--- src/rtl/gpio_lvl_ctl.sv ---
module gpio_lvl_ctl #(
  parameter int W = 32
) (
  input  logic         clk,
  input  logic         rst_n,
  input  logic         bus_en,
  input  logic         bus_we,
  input  logic [4:0]   bus_addr,
  input  logic [W-1:0] bus_wdata,
  output logic [W-1:0] bus_rdata,
  input  logic [W-1:0] pad_in,
  output logic [W-1:0] pad_out,
  output logic [W-1:0] pad_oe,
  input  logic [W-1:0] alt_out,
  input  logic [W-1:0] alt_oe,
  output logic         nmi_o
);

  localparam logic [2:0] A_SEL = 3'd0, A_DIR = 3'd1, A_DAT = 3'd2,
                         A_LVL = 3'd3, A_STA = 3'd4, A_NMI = 3'd5;

  logic [W-1:0] sel_q, dir_q, dout_q, lvl_q, sta_q, nen_q;
  logic [W-1:0] sync1_q, sync2_q;
  logic [W-1:0] hit, sta_keep;
  logic [2:0]   widx;
  logic         wr;

  assign widx = bus_addr[4:2];
  assign wr   = bus_en && bus_we;
  assign hit  = ~(sync2_q ^ lvl_q);
  assign sta_keep = (wr && widx == A_STA) ? bus_wdata : '1;

  always_ff @(posedge clk or negedge rst_n) begin
    if (!rst_n) begin
      sync1_q <= '0;
      sync2_q <= '0;
    end else begin
      sync1_q <= pad_in;
      sync2_q <= sync1_q;
    end
  end

  always_ff @(posedge clk or negedge rst_n) begin
    if (!rst_n) begin
      sel_q  <= '0;
      dir_q  <= '0;
      dout_q <= '0;
      lvl_q  <= '0;
      nen_q  <= '0;
    end else if (wr) begin
      case (widx)
        A_SEL:   sel_q  <= bus_wdata;
        A_DIR:   dir_q  <= bus_wdata;
        A_DAT:   dout_q <= bus_wdata;
        A_LVL:   lvl_q  <= bus_wdata;
        A_NMI:   nen_q  <= bus_wdata;
        default: ;
      endcase
    end
  end

  always_ff @(posedge clk or negedge rst_n) begin
    if (!rst_n) begin
      sta_q <= '0;
      nmi_o <= 1'b0;
    end else begin
      sta_q <= (sta_q & sta_keep) | hit;
      nmi_o <= |(sta_q & nen_q);
    end
  end

  always_comb begin
    case (widx)
      A_SEL:   bus_rdata = sel_q;
      A_DIR:   bus_rdata = dir_q;
      A_DAT:   bus_rdata = sync2_q;
      A_LVL:   bus_rdata = lvl_q;
      A_STA:   bus_rdata = sta_q;
      A_NMI:   bus_rdata = nen_q;
      default: bus_rdata = '0;
    endcase
  end

  assign pad_out = (sel_q & alt_out) | (~sel_q & dout_q);
  assign pad_oe  = (sel_q & alt_oe)  | (~sel_q & dir_q);

  AST_GPIO_IN_QUIET: assert property (@(posedge clk) disable iff (!rst_n)
    (pad_oe & ~sel_q & ~dir_q) == '0);
  AST_STICKY: assert property (@(posedge clk) disable iff (!rst_n)
    !(wr && widx == A_STA) |=> (sta_q & $past(sta_q)) == $past(sta_q));
  AST_SET_WINS: assert property (@(posedge clk) disable iff (!rst_n)
    1'b1 |=> (sta_q & $past(hit)) == $past(hit));
  AST_NMI_CAUSE: assert property (@(posedge clk) disable iff (!rst_n)
    $rose(nmi_o) |-> $past((sta_q & nen_q) != '0));
  AST_SYNC_DELAY: assert property (@(posedge clk) disable iff (!rst_n)
    $stable(sync1_q) |=> $stable(sync2_q) || sync2_q == $past(sync1_q));

endmodule

--- config.mk ---
export PLATFORM = sky130hd
export DESIGN_NAME = gpio_lvl_ctl
export DESIGN_NICKNAME = d
export VERILOG_FILES = /design/src/rtl/gpio_lvl_ctl.sv
export SDC_FILE = /design/constraint.sdc
export NUM_CORES = 1
export LEC_CHECK = 0
export BUFFER_PORTS_ARGS = -buffer_cell sky130_fd_sc_hd__buf_2
export CORE_UTILIZATION = 41
export DETAILED_ROUTE_END_ITERATION = 8
export HOLD_SLACK_MARGIN = 0.05
export PLACE_DENSITY = 0.68
export SETUP_SLACK_MARGIN = 0.02
export SKIP_LAST_GASP = 1
export SYNTH_ARGS = -nofsm -noshare
export SYNTH_HDL_FRONTEND = slang
export SYNTH_SLANG_ARGS = --single-unit
export TNS_END_PERCENT = 30
--- constraint.sdc ---
create_clock -name clk -period 1.2 [get_ports clk]
set_clock_uncertainty 0.05 [all_clocks]
set_input_delay 0.06 -clock clk [delete_from_list [all_inputs] [get_ports clk]]
set_output_delay 0.06 -clock clk [all_outputs]
set_load 0.03 [all_outputs]
==> run_results.csv <==
group,metric,value,unit
power_and_ir_drop,p_comb_share,27.6,%
min_path,hold_path.class,"input pin to asynchronous set/reset pin",
critical_path,crit_path_end_kind,"flop",
run_status,outcome,"complete, but fails checks",
cells_and_area,syn2layout_area_growth,47.0,%
critical_path,reg2reg_depth,5,
placed_design,place_hpwl,21.0,mm
critical_path,rr_startpoint,"nen_q[15]$_DFFE_PN0P_",
global_route,grt_usage,22.6,%
synthesis,ys_ff_latch,257,
timing,slew_viol_final,0,
timing,tightest_slew,0.406,ns
timing,finalSetupTns,-36.60,ns
critical_path,worst-setup-path-type,"flop to flop",
cells_and_area,fin_util,61.2,%
clock_network,cts_hold_buf,65,
route,dr.pass1.iters,5,
critical_path,r2r-end,"nmi_o$_DFF_PN0_",
synthesis,ys_types,21,
route,viasPerCell,5.26,
power_and_ir_drop,ir_drop,1.20,mV
global_route,gr-total-overflow,0,
route,wire_per_inst,20.1,µm
global_route,grt_first_pass_wirelength,49.3,mm
run,drv_cap,0,
critical_path,cp.arrival,2.00,ns
power_and_ir_drop,p_leak,7.50,nW
global_route,antenna_found_initial,2,
cells_and_area,fillCellCount,2035,
critical_path,crit_fanout,2,
power_and_ir_drop,clock_power_share,32.0,%
timing,fin_ws,-0.449,ns
critical_path,r2r_slack,-0.45,ns
clock_network,clk_latency,0.54,ns
timing,fin_crit,1.65,ns
power_and_ir_drop,power.switching,8.36,mW
synthesis,synth_fp_nets,923,
synthesis,synthesis.area,11200,µm²
cells_and_area,finalNonFillerCells,1570,
power_and_ir_drop,power_switching_share,29.8,%
run_status,violations,"hold timing, setup timing",
synthesis,synthCells,786,
clock_network,clockRootBuffer,"clkbuf_16",
route,drt-initial-drc-count,390,
timing,rsz0062_at_grt,"yes",
route,final_antenna_net_count,0,
route,route.detailed.drc,0,
clock_network,cts_buffer_depth,3,
power_and_ir_drop,intPower,19.7,mW
placed_design,routabilityCongestion,0.821,
timing,fmax,606,MHz
placed_design,port_buffers,231,
clock_network,cts_max_level,1,
clock_network,clk_pin_slew,0.06,ns
die,start_util,41.6,%
power_and_ir_drop,power_density,1710,nW/µm²
die,die_w,167,µm
cells_and_area,finalNetCount,1342,
timing,setup_viol,98,
cells_and_area,final_cell_mix,"dfrtp_1 (251), buf_2 (187), buf_4 (105)",
critical_path,crit_path_start_kind,"flop",
clock_network,cts_num_sinks,257,
clock_network,cts_buffers,28,
power_and_ir_drop,sequentialPowerShare,40.4,%
timing,hold_violations,21,
timing,finalCritPeriodShare,137,%
cells_and_area,drive_above_1_share,56.2,%
die,dieHeight,167,µm
route,routed-via-count,8263,
timing,whs,-0.0302,ns
route,routed_wl,31.6,mm
global_route,grt_pass1_vias,8745,
timing,slew_headroom,72.9,%
die,placementRows,60,
cells_and_area,final_common_cell,"dfrtp_1",
synthesis,avgSynthCellArea,14.2,µm²
die,ioPinCount,234,
clock_network,cts_tree,"done",
synthesis,yosys_warnings,0,
placed_design,place_inst,1421,
synthesis,seq_area_frac_synth,57.5,%
critical_path,cp.required,1.55,ns
die,dieArea,27900,µm²
global_route,grt_max_degree,44,
die,coreArea,26900,µm²
## kinds of logic (layout without fill, tap and decap cells)
group	Yosys count	after routing	share of synthesized area, %
flip-flops	257	257	57.5
AO/OA/AOI/OAI	144	144	9.67
other	0	2	0
multiplexers	224	224	24.2
XOR/XNOR	32	32	2.51
buffers and inverters	47	488	2.38
AND/OR/NAND/NOR	82	82	3.73
## power by group through the flow
stage / registers, mW / clock network, mW / logic [mW]
floorplan: 11.0 / 0 / 4.49
global placement: 11.3 / 0 / 6.50
detailed placement: 11.4 / 0 / 6.58
CTS: 11.3 / 9.14 / 7.38
global route: 11.5 / 9.44 / 8.21
finish: 11.3 / 8.99 / 7.74
## per-stage QoR
step | cell area (µm²) | worst slack (ns) | hold WS [ns] | total power, mW
final | 16400 | -0.449 | -0.0302 | 28.1
after global routing | 16400 | -0.514 | -0.0258 | 29.2
after CTS | 16000 | -0.446 | -0.0309 | 27.8
after detailed placement | 13700 | -0.453 | -0.0512 | 18.0
after global placement | 13700 | -0.445 | -0.0568 | 17.8
after floorplan | 11400 | -0.115 | -0.286 | 15.5
## what timing repair did
action                                 in CTS  in global routing
pin swaps                                  35                 28
endpoints found under the hold margin     481                 32
setup buffers                              24                  6
gates resized for setup                   133                103
setup endpoints to repair                  98                 98
## worst max-delay path by stage
| stage | start | endpoint | slack [ns] |
|---|---|---|---|
| 2_1_floorplan | nen_q[4]$_DFFE_PN0P_ | nmi_o$_DFF_PN0_ | -0.11 |
| 3_5_place_dp | sta_q[26]$_DFF_PN0_ | nmi_o$_DFF_PN0_ | -0.45 |
| 6_report | nen_q[15]$_DFFE_PN0P_ | nmi_o$_DFF_PN0_ | -0.45 |
| 3_3_place_gp | sta_q[26]$_DFF_PN0_ | nmi_o$_DFF_PN0_ | -0.44 |
| 4_1_cts | nen_q[2]$_DFFE_PN0P_ | bus_rdata[2] | -0.45 |
| 5_1_grt | dir_q[16]$_DFFE_PN0P_ | bus_rdata[16] | -0.51 |
## cells in the mapped netlist
| master | number | area (µm²) |
|---|---|---|
| xor2_1 | 32 | 280 |
| a22oi_1 | 112 | 841 |
| nor3b_2 | 2 | 25.0 |
| mux2_4 | 49 | 736 |
| nand4_1 | 4 | 25.0 |
| mux2_1 | 72 | 811 |
| nand3_1 | 32 | 160 |
| buf_2 | 9 | 45.0 |
| clkbuf_1 | 23 | 86.3 |
| nor3b_1 | 1 | 7.51 |
| buf_4 | 9 | 67.6 |
| nor3_2 | 1 | 10.0 |
| and3_1 | 5 | 31.3 |
| or3b_2 | 1 | 8.76 |
| o31ai_1 | 32 | 240 |
| and3b_1 | 2 | 17.5 |
| dfrtp_1 | 257 | 6430 |
| buf_6 | 6 | 67.6 |
| nand2_1 | 33 | 124 |
| or4_1 | 1 | 7.51 |
| mux2_2 | 103 | 1160 |
## area by class of cell
class	count	area, µm²	area share (%)
diodes	2	5.00	0.0304
clock buffers	43	858	5.22
clock inverters	9	124	0.754
multi-input cells	482	5180	31.5
flip-flops and latches	257	6440	39.2
well taps	341	427	2.60
repair buffers	436	3410	20.7
## critical path, cell delays in order, from the launching register on
cell     delay (ns)
dfrtp_1        0.40
buf_4          0.14
buf_4          0.13
a22oi_2        0.21
nand4_1        0.11
or4_1          0.48
## state kept, by name (all words and copies together), names as in the netlist
name	cells
sync2_q	32
sel_q	32
nen_q	32
nmi_o	1
lvl_q	32
dout_q	32
sync1_q	32
sta_q	32
dir_q	32
## per-layer routing
layer  vias up  part of all wire (%)  GRT usage, %
li1       3777                     -             -
met1      4180                    44          31.1
met2       260                    49          37.0
met3        46                   4.8          3.40
met4         0                   2.2          6.50
met5         -                     0             0
Note: power is estimated with default switching activity, not from simulation.
